===== src/rtl/memseq_pkg.sv =====
package memseq_pkg;
    localparam int WORD_W   = 32;
    localparam int CTRL_W   = 24;
    localparam int B_LOOP   = 24;
    localparam int B_EXCEN  = 25;
    localparam int B_INC    = 28;
    localparam int B_ACK    = 29;
    localparam int B_TIMER  = 30;
    localparam int B_LAST   = 31;

    typedef enum logic [1:0] {
        ST_IDLE = 2'd0,
        ST_RUN  = 2'd1,
        ST_HOLD = 2'd2
    } seq_state_t;
endpackage


===== src/rtl/memseq_ram.sv =====
module memseq_ram #(
    parameter int ADDR_W = 6,
    parameter int DATA_W = 32
) (
    input  logic              clk,
    input  logic              we,
    input  logic [ADDR_W-1:0] waddr,
    input  logic [DATA_W-1:0] wdata,
    input  logic [ADDR_W-1:0] raddr,
    output logic [DATA_W-1:0] rdata
);
    localparam int DEPTH = 1 << ADDR_W;

    logic [DATA_W-1:0] mem [DEPTH];

    always_ff @(posedge clk) begin
        if (we) begin
            mem[waddr] <= wdata;
        end
    end

    assign rdata = mem[raddr];
endmodule


===== src/rtl/memseq_hold_timers.sv =====
module memseq_hold_timers #(
    parameter int NUM_BANKS = 4,
    parameter int BANK_W    = 2,
    parameter int HOLD_W    = 5
) (
    input  logic                 clk,
    input  logic                 rst_n,
    input  logic                 start,
    input  logic [BANK_W-1:0]    start_bank,
    input  logic [HOLD_W-1:0]    period,
    output logic [NUM_BANKS-1:0] blocked
);
    for (genvar b = 0; b < NUM_BANKS; b++) begin : g_bank
        logic [HOLD_W-1:0] cnt_q;
        logic              hit;

        assign hit = start && (start_bank == BANK_W'(b));

        always_ff @(posedge clk or negedge rst_n) begin
            if (!rst_n) begin
                cnt_q <= '0;
            end else if (hit) begin
                cnt_q <= period;
            end else if (cnt_q != '0) begin
                cnt_q <= cnt_q - HOLD_W'(1);
            end
        end

        assign blocked[b] = (cnt_q != '0);

        // a bank timer is only started once it has run out
        assert_no_rearm_R8: assert property (@(posedge clk) disable iff (!rst_n)
            hit |-> (cnt_q == '0));
    end
endmodule


===== src/rtl/memseq_engine.sv =====
module memseq_engine
    import memseq_pkg::*;
#(
    parameter int ADDR_W = 6,
    parameter int BANK_W = 2,
    parameter int LOOP_W = 4
) (
    input  logic              clk,
    input  logic              rst_n,
    input  logic [WORD_W-1:0] word,
    output logic [ADDR_W-1:0] pc,
    input  logic              req,
    input  logic [ADDR_W-1:0] req_addr,
    input  logic [BANK_W-1:0] req_bank,
    input  logic              req_port16,
    input  logic              blk_req,
    input  logic              blk_own,
    input  logic [LOOP_W-1:0] mode_loop_count,
    input  logic [ADDR_W-1:0] mode_exc_addr,
    input  logic              hold_nonzero,
    input  logic              bus_timeout,
    output logic [BANK_W-1:0] bank,
    output logic              timer_start,
    output logic              req_taken,
    output logic [CTRL_W-1:0] ctrl_out,
    output logic              xfer_ack,
    output logic              addr_inc,
    output logic [1:0]        addr_step,
    output logic              done
);
    seq_state_t state_q, state_d;

    logic [ADDR_W-1:0] pc_q, loop_start_q;
    logic [BANK_W-1:0] bank_q;
    logic              port16_q;
    logic [LOOP_W-1:0] rem_q;
    logic              loop_seen_q, loop_done_q, in_exc_q;
    logic [CTRL_W-1:0] hold_ctrl_q;
    logic              done_q, inc_q;
    logic [1:0]        step_q;

    logic running, take, exc_hit, loop_flag, loop_end, loop_back, finish;

    always_comb begin
        running   = (state_q == ST_RUN);
        take      = !running && req && !blk_req;
        exc_hit   = running && word[B_EXCEN] && bus_timeout && !in_exc_q;
        loop_flag = word[B_LOOP] && !loop_done_q;
        loop_end  = loop_flag && loop_seen_q && (pc_q != loop_start_q);
        loop_back = loop_end && (rem_q > LOOP_W'(1));
        finish    = running && word[B_LAST] && !exc_hit;
    end

    // state register
    always_ff @(posedge clk or negedge rst_n) begin
        if (!rst_n) begin
            state_q <= ST_IDLE;
        end else begin
            state_q <= state_d;
        end
    end

    // transitions
    always_comb begin
        state_d = state_q;
        unique case (state_q)
            ST_IDLE: if (take) state_d = ST_RUN;
            ST_RUN: begin
                if (finish) begin
                    if (word[B_TIMER] && req && (req_bank == bank_q) && hold_nonzero)
                        state_d = ST_HOLD;
                    else
                        state_d = ST_IDLE;
                end
            end
            ST_HOLD: begin
                if (take)          state_d = ST_RUN;
                else if (!blk_own) state_d = ST_IDLE;
            end
            default: state_d = ST_IDLE;
        endcase
    end

    // datapath registers
    always_ff @(posedge clk or negedge rst_n) begin
        if (!rst_n) begin
            pc_q         <= '0;
            loop_start_q <= '0;
            bank_q       <= '0;
            port16_q     <= 1'b0;
            rem_q        <= '0;
            loop_seen_q  <= 1'b0;
            loop_done_q  <= 1'b0;
            in_exc_q     <= 1'b0;
            hold_ctrl_q  <= '0;
            done_q       <= 1'b0;
            inc_q        <= 1'b0;
            step_q       <= 2'd0;
        end else begin
            done_q <= finish;
            inc_q  <= running && word[B_INC];
            step_q <= (running && word[B_INC]) ? (port16_q ? 2'd2 : 2'd1) : 2'd0;
            if (finish) begin
                hold_ctrl_q <= word[CTRL_W-1:0];
            end
            if (take) begin
                pc_q        <= req_addr;
                bank_q      <= req_bank;
                port16_q    <= req_port16;
                rem_q       <= mode_loop_count;
                loop_seen_q <= 1'b0;
                loop_done_q <= 1'b0;
                in_exc_q    <= 1'b0;
            end else if (exc_hit) begin
                pc_q        <= mode_exc_addr;
                in_exc_q    <= 1'b1;
                loop_done_q <= 1'b1;
            end else if (running && !word[B_LAST]) begin
                if (loop_flag && !loop_seen_q) begin
                    loop_seen_q  <= 1'b1;
                    loop_start_q <= pc_q;
                end
                if (loop_back) begin
                    rem_q <= rem_q - LOOP_W'(1);
                    pc_q  <= loop_start_q;
                end else begin
                    if (loop_end) loop_done_q <= 1'b1;
                    pc_q <= pc_q + ADDR_W'(1);
                end
            end
        end
    end

    // outputs
    always_comb begin
        ctrl_out = '0;
        xfer_ack = 1'b0;
        unique case (state_q)
            ST_RUN: begin
                ctrl_out = word[CTRL_W-1:0];
                xfer_ack = word[B_ACK];
            end
            ST_HOLD: ctrl_out = hold_ctrl_q;
            default: ctrl_out = '0;
        endcase
        pc          = pc_q;
        bank        = bank_q;
        timer_start = finish && word[B_TIMER];
        req_taken   = take;
        addr_inc    = inc_q;
        addr_step   = step_q;
        done        = done_q;
    end

    // completion pulse lasts one cycle
    assert_done_single_R4: assert property (@(posedge clk) disable iff (!rst_n)
        done |=> !done);
    // pins stay frozen across the hold-off wait
    assert_hold_stable_R9: assert property (@(posedge clk) disable iff (!rst_n)
        (state_q == ST_HOLD) |-> $stable(ctrl_out));
    // step amount present exactly with the strobe
    assert_step_legal_R3: assert property (@(posedge clk) disable iff (!rst_n)
        addr_inc |-> (addr_step == 2'd1 || addr_step == 2'd2));
    assert_step_idle_R3: assert property (@(posedge clk) disable iff (!rst_n)
        !addr_inc |-> (addr_step == 2'd0));
    // completion only follows an executing cycle
    assert_done_after_run_R4: assert property (@(posedge clk) disable iff (!rst_n)
        done |-> ($past(state_q) == ST_RUN));
endmodule


===== src/rtl/memseq_top.sv =====
module memseq_top
    import memseq_pkg::*;
#(
    parameter int ADDR_W    = 6,
    parameter int NUM_BANKS = 4,
    parameter int BANK_W    = $clog2(NUM_BANKS),
    parameter int LOOP_W    = 4,
    parameter int HOLD_W    = 5
) (
    input  logic              clk,
    input  logic              rst_n,
    input  logic              ram_we,
    input  logic [ADDR_W-1:0] ram_waddr,
    input  logic [31:0]       ram_wdata,
    input  logic              req,
    input  logic [ADDR_W-1:0] req_addr,
    input  logic [BANK_W-1:0] req_bank,
    input  logic              req_port16,
    input  logic [LOOP_W-1:0] mode_loop_count,
    input  logic [ADDR_W-1:0] mode_exc_addr,
    input  logic [HOLD_W-1:0] mode_hold_period,
    input  logic              bus_timeout,
    output logic              req_taken,
    output logic [23:0]       ctrl_out,
    output logic              xfer_ack,
    output logic              addr_inc,
    output logic [1:0]        addr_step,
    output logic              done
);
    logic [WORD_W-1:0]    word;
    logic [ADDR_W-1:0]    pc;
    logic [BANK_W-1:0]    bank;
    logic                 timer_start;
    logic [NUM_BANKS-1:0] blocked;

    memseq_ram #(.ADDR_W(ADDR_W), .DATA_W(WORD_W)) ram_i (
        .clk(clk), .we(ram_we), .waddr(ram_waddr), .wdata(ram_wdata),
        .raddr(pc), .rdata(word)
    );

    memseq_hold_timers #(.NUM_BANKS(NUM_BANKS), .BANK_W(BANK_W), .HOLD_W(HOLD_W)) tmr_i (
        .clk(clk), .rst_n(rst_n), .start(timer_start), .start_bank(bank),
        .period(mode_hold_period), .blocked(blocked)
    );

    memseq_engine #(.ADDR_W(ADDR_W), .BANK_W(BANK_W), .LOOP_W(LOOP_W)) eng_i (
        .clk(clk), .rst_n(rst_n), .word(word), .pc(pc),
        .req(req), .req_addr(req_addr), .req_bank(req_bank), .req_port16(req_port16),
        .blk_req(blocked[req_bank]), .blk_own(blocked[bank]),
        .mode_loop_count(mode_loop_count), .mode_exc_addr(mode_exc_addr),
        .hold_nonzero(mode_hold_period != '0), .bus_timeout(bus_timeout),
        .bank(bank), .timer_start(timer_start), .req_taken(req_taken),
        .ctrl_out(ctrl_out), .xfer_ack(xfer_ack), .addr_inc(addr_inc),
        .addr_step(addr_step), .done(done)
    );

    // never accept a request for a bank still held off
    assert_no_blocked_take_R11: assert property (@(posedge clk) disable iff (!rst_n)
        req_taken |-> !blocked[req_bank]);
endmodule


===== config.mk =====
export PLATFORM = sky130hd
export DESIGN_NAME = memseq_top
export DESIGN_NICKNAME = d
export VERILOG_FILES = /design/src/rtl/memseq_pkg.sv /design/src/rtl/memseq_ram.sv /design/src/rtl/memseq_hold_timers.sv /design/src/rtl/memseq_engine.sv /design/src/rtl/memseq_top.sv
export SDC_FILE = /design/constraint.sdc
export NUM_CORES = 2
export LEC_CHECK = 0
export BUFFER_PORTS_ARGS = -buffer_cell sky130_fd_sc_hd__buf_2
export CAP_MARGIN = 20
export CORE_ASPECT_RATIO = 0.7
export CORE_MARGIN = 2
export CORE_UTILIZATION = 55
export DETAILED_ROUTE_END_ITERATION = 8
export PLACE_DENSITY = 0.74
export SLEW_MARGIN = 10
export SYNTH_ARGS = -nofsm -noshare
export SYNTH_HDL_FRONTEND = slang
export SYNTH_SLANG_ARGS = --single-unit

===== constraint.sdc =====
create_clock -name clk -period 6.6 [get_ports clk]
set_input_delay 1.32 -clock clk [delete_from_list [all_inputs] [get_ports clk]]
set_output_delay 1.32 -clock clk [all_outputs]
set_load 0.05 [all_outputs]

==> results.md <==
- The flow ran to the end, and the final reports show no timing, DRC or antenna violations.
- The number of buffers added for setup after CTS is 0.
- In this run the standard cell core region covers between 100000 and 150000 um^2.
- The later-pin clock latency in the skew report is approximately 0.83 ns.
- Counting distinct cell types in the post-synthesis netlist gives between 60 and 70.
- The clock arrives with 0.0507 ns of skew.
- The worst setup path is launched from a flop.
- For this run, the number of Yosys warnings is 0.
- In this run the worst path has a maximum fanout of 35.
- The kind of end point of the critical path is a primary output.
- Dividing the final minimum period by the clock period gives 0.953.
- TritonCTS built the clock tree.
- Among all flip-flop cells after synthesis, the most frequent one is sky130_fd_sc_hd__edfxtp_1.
- The vertical die dimension is around 320 um.
- The initial antenna violation count was 16.
- The root buffer cell chosen for the clock tree is sky130_fd_sc_hd__clkbuf_16.
- At the end of routability-driven placement, the weighted congestion stood at 0.846.
- In the final layout, the share of cells above drive strength 1 is 0.337.
- Clock-pin slew was measured on the worst setup and hold paths at about 0.070 ns.
- The initialized floorplan defines about 120 standard-cell rows.
- The total power divided by cell area is 406 nW/um^2.
- Summed over all layers, the global routing overflow is 0.
- The post-cts repair resize count is 0.
- The number of search-and-repair iterations in the first detailed-routing pass is 5.
- The mean post-synth cell area is 23.8 um^2.
- The total power draw is 35.3 mW.
- The deepest level of the CTS H-tree is 4.
- The reported max-cap violation count is 0.
- The critical path arrival is 4.97 ns.
- The number of nets in the synthesized netlist is around 3300.
- At the end of the flow, the number of nets in the layout was 3584.
- The die is 452 um wide.
- The setup total negative slack is 0 ns.
- The leading cell type in the layout, fill and taps excluded is sky130_fd_sc_hd__edfxtp_1.
- Setup violations remaining at the end of the flow were counted as 0.
- The growth of design area from synthesis to finish is 12.5%.
- Leaving out fill and tap cells, the most frequent cells in the layout are sky130_fd_sc_hd__edfxtp_1 (1920), sky130_fd_sc_hd__mux4_2 (604), sky130_fd_sc_hd__clkbuf_16 (175), sky130_fd_sc_hd__buf_4 (110), sky130_fd_sc_hd__buf_2 (90).
- The number of sinks on the clock net is about 2000.
- The combined global-route utilization of all metal layers is 0.264.
- In the post-synthesis netlist, the biggest area contributors are sky130_fd_sc_hd__edfxtp_1 (75%), sky130_fd_sc_hd__mux4_2 (18%), sky130_fd_sc_hd__dfrtp_1 (2.3%).
- The cell type with the largest total area after synthesis is sky130_fd_sc_hd__edfxtp_1.
- After detailed routing, the number of vias per cell comes to approximately 6.7.
- The clock period minus final worst setup slack is 6.29 ns.
- The share of synthesized area in the top cell type comes to 0.745.
- The count of nets left with antenna violations after detail routing is 0.
- Entering global routing, the biggest net connects 74 pins.
- The path class of the tightest hold or removal check is input port to asynchronous set/reset pin.
- After clock tree synthesis, the flow added hold-fix buffers numbering 0.
- STA puts the critical path data required time at ~5.3 ns.
- The count of buffers from port buffering is 94.
- The I/O pin count is 97.
- The effective utilization at floorplan is 0.553.
- Setup repair after global routing left no endpoint under its margin.
- The die covers between 100000 and 150000 um^2.
- The largest vdd supply drop is about 260 uV.
- The final max-slew violation count is 0.
- The DRC marker count from the first detailed-route iteration is about 5600.
- The placed wire-length estimate after detailed placement is roughly 100000 um.
- The number of global-route vias before repair came to around 37000.
- The share of flip-flops with an asynchronous set or reset after synthesis is 0.0361.
- The worst-margin pin slew is around 1.1 ns.
- Timing would allow up to between 150 and 200 MHz.
- In this run the cell area of the synthesized design comes to 77400 um^2.
- The start-to-end type of the worst setup path is flop to primary output.
- The gate count after technology mapping is about 3300.
- The leakage dissipation is around 27 nW.
- The number of buffers added by the clock tree synthesis step is 175.
- After synthesis the netlist holds a flip-flop and latch count of between 1500 and 2000.
- The total count of hold-check failures in the final report is 0.
- The routed via count is roughly 37000.
- The sequential fraction of the synthesis area is 0.768.
- Counting flops with a built-in enable in the synthesized netlist gives ~1900.
- The clock passes through at most 3 buffers.
- The post-detailed-route wirelength per cell is 33.8 um.
- The first global-routing pass estimated about 270000 um of wire.
- In the routed design, unresolved DRC markers number 0.
- The detailed-route wire length is around 190000 um.
- In this run the tightest slew margin relative to its limit is 0.244.
registers in the layout, indices dropped and copies added (netlist names):
signal,flops
eng_i.addr_inc,1
eng_i.addr_step,2
eng_i.bank,2
eng_i.done,1
eng_i.hold_ctrl_q,24
eng_i.in_exc_q,1
eng_i.loop_done_q,1
eng_i.loop_seen_q,1
eng_i.loop_start_q,6
eng_i.pc,6
eng_i.port16_q,1
eng_i.rem_q,4
eng_i.state_q,2
ram_i.mem,1920
tmr_i.g_bank.cnt_q,20
layer usage:
| metal | global-route usage | vias up | share of wire | routed length, um |
|---|---|---|---|---|
| met2 | 0.391 | 2289 | 0.47 | 86800 |
| met1 | 0.390 | 19700 | 0.39 | 72600 |
| met3 | 0.0694 | 306 | 0.12 | 22100 |
| met4 | 0.0788 | 4 | 0.027 | 5120 |
| met5 | 0 | - | 0.00010 | 19 |
| li1 | - | 14400 | - | - |
where the power goes:
part	total, mW	leakage [nW]	switching, mW	internal (mW)
Sequential	14.6	18.1	0.393	14.2
Combinational	10.9	6.51	5.86	5.06
Clock	9.82	2.64	4.58	5.24
Total	35.3	27.3	10.8	24.5
cells in the mapped netlist, drive strengths merged, types with 3 or more instances:
library cell	instances
a21o	5
nor4b	3
a22o	4
a21oi	5
nand2	30
o31ai	4
inv	23
o21ai	10
xnor2	17
a31oi	3
mux2	63
dfrtp	72
nor3	17
mux4	604
a22oi	33
clkbuf	40
o221ai	10
a32oi	3
ha	15
nor2b	35
buf	135
nor2	88
nand3	15
xor2	5
edfxtp	1920
a221oi	3
a211o	3
or4	5
nand3b	5
or3	6
and2	3
o22ai	4
nand4	10
nand2b	7
mux2i	25
area by class of cell:
cell class | count | area (um^2)
flip-flops and latches | 1992 | 59500
fillers | 9001 | 53000
multi-input cells | 1061 | 17400
inverters | 23 | 93.8
well taps | 1872 | 2340
diodes | 1 | 2.50
repair buffers | 249 | 2320
clock buffers | 220 | 4590
clock inverters | 96 | 821
per-stage QoR:
stage | std cells | area [um^2] | util | hold slack (ns) | setup WS (ns)
floorplan | 3251 | 77400 | - | 0.417 | 2.10
global placement | 5166 | 80900 | 0.578 | 0.442 | 1.14
detailed placement | 5169 | 81000 | 0.578 | 0.462 | 1.12
CTS | 5485 | 86400 | 0.617 | 0.470 | 0.198
global route | 5513 | 87000 | 0.622 | 0.422 | 0.120
finish | 5514 | 87000 | 0.622 | 0.417 | 0.307
path summary, 6_finish.rpt:
path	start	endpoint	slack [ns]	cells after the start
max in group asynchronous	rst_n	eng_i.hold_ctrl_q[23]	5.55	2
min reg2reg	eng_i.port16_q	eng_i.addr_step[0]	0.47	1
min	rst_n	tmr_i.g_bank[2].cnt_q[0]	0.42	1
min in group clk	eng_i.port16_q	eng_i.addr_step[0]	0.47	1
max	eng_i.pc[0]	ctrl_out[21]	0.31	8
max reg2reg	eng_i.pc[0]	eng_i.loop_start_q[1]	1.50	8
cell families after synthesis:
kind of cell,Yosys count,share of synthesized area
AOI/OAI and AO/OA,97,0.00948
buffers and inverters,198,0.0132
and+or+nand+nor,235,0.0154
xor gates and xnor gates,22,0.00249
DFF,1992,0.768
muxes,692,0.189
adders and majority gates,15,0.00243
critical path, stage by stage (launching register included):
cell,delay (ns)
sky130_fd_sc_hd__dfrtp_4,1.13
sky130_fd_sc_hd__buf_4,0.45
sky130_fd_sc_hd__buf_4,0.35
sky130_fd_sc_hd__mux4_2,0.56
sky130_fd_sc_hd__mux4_2,0.59
sky130_fd_sc_hd__mux4_2,0.55
sky130_fd_sc_hd__a22oi_1,0.17
sky130_fd_sc_hd__nor2b_1,0.07
sky130_fd_sc_hd__buf_2,0.21
No activity file was read; power rests on OpenSTA's default activity.
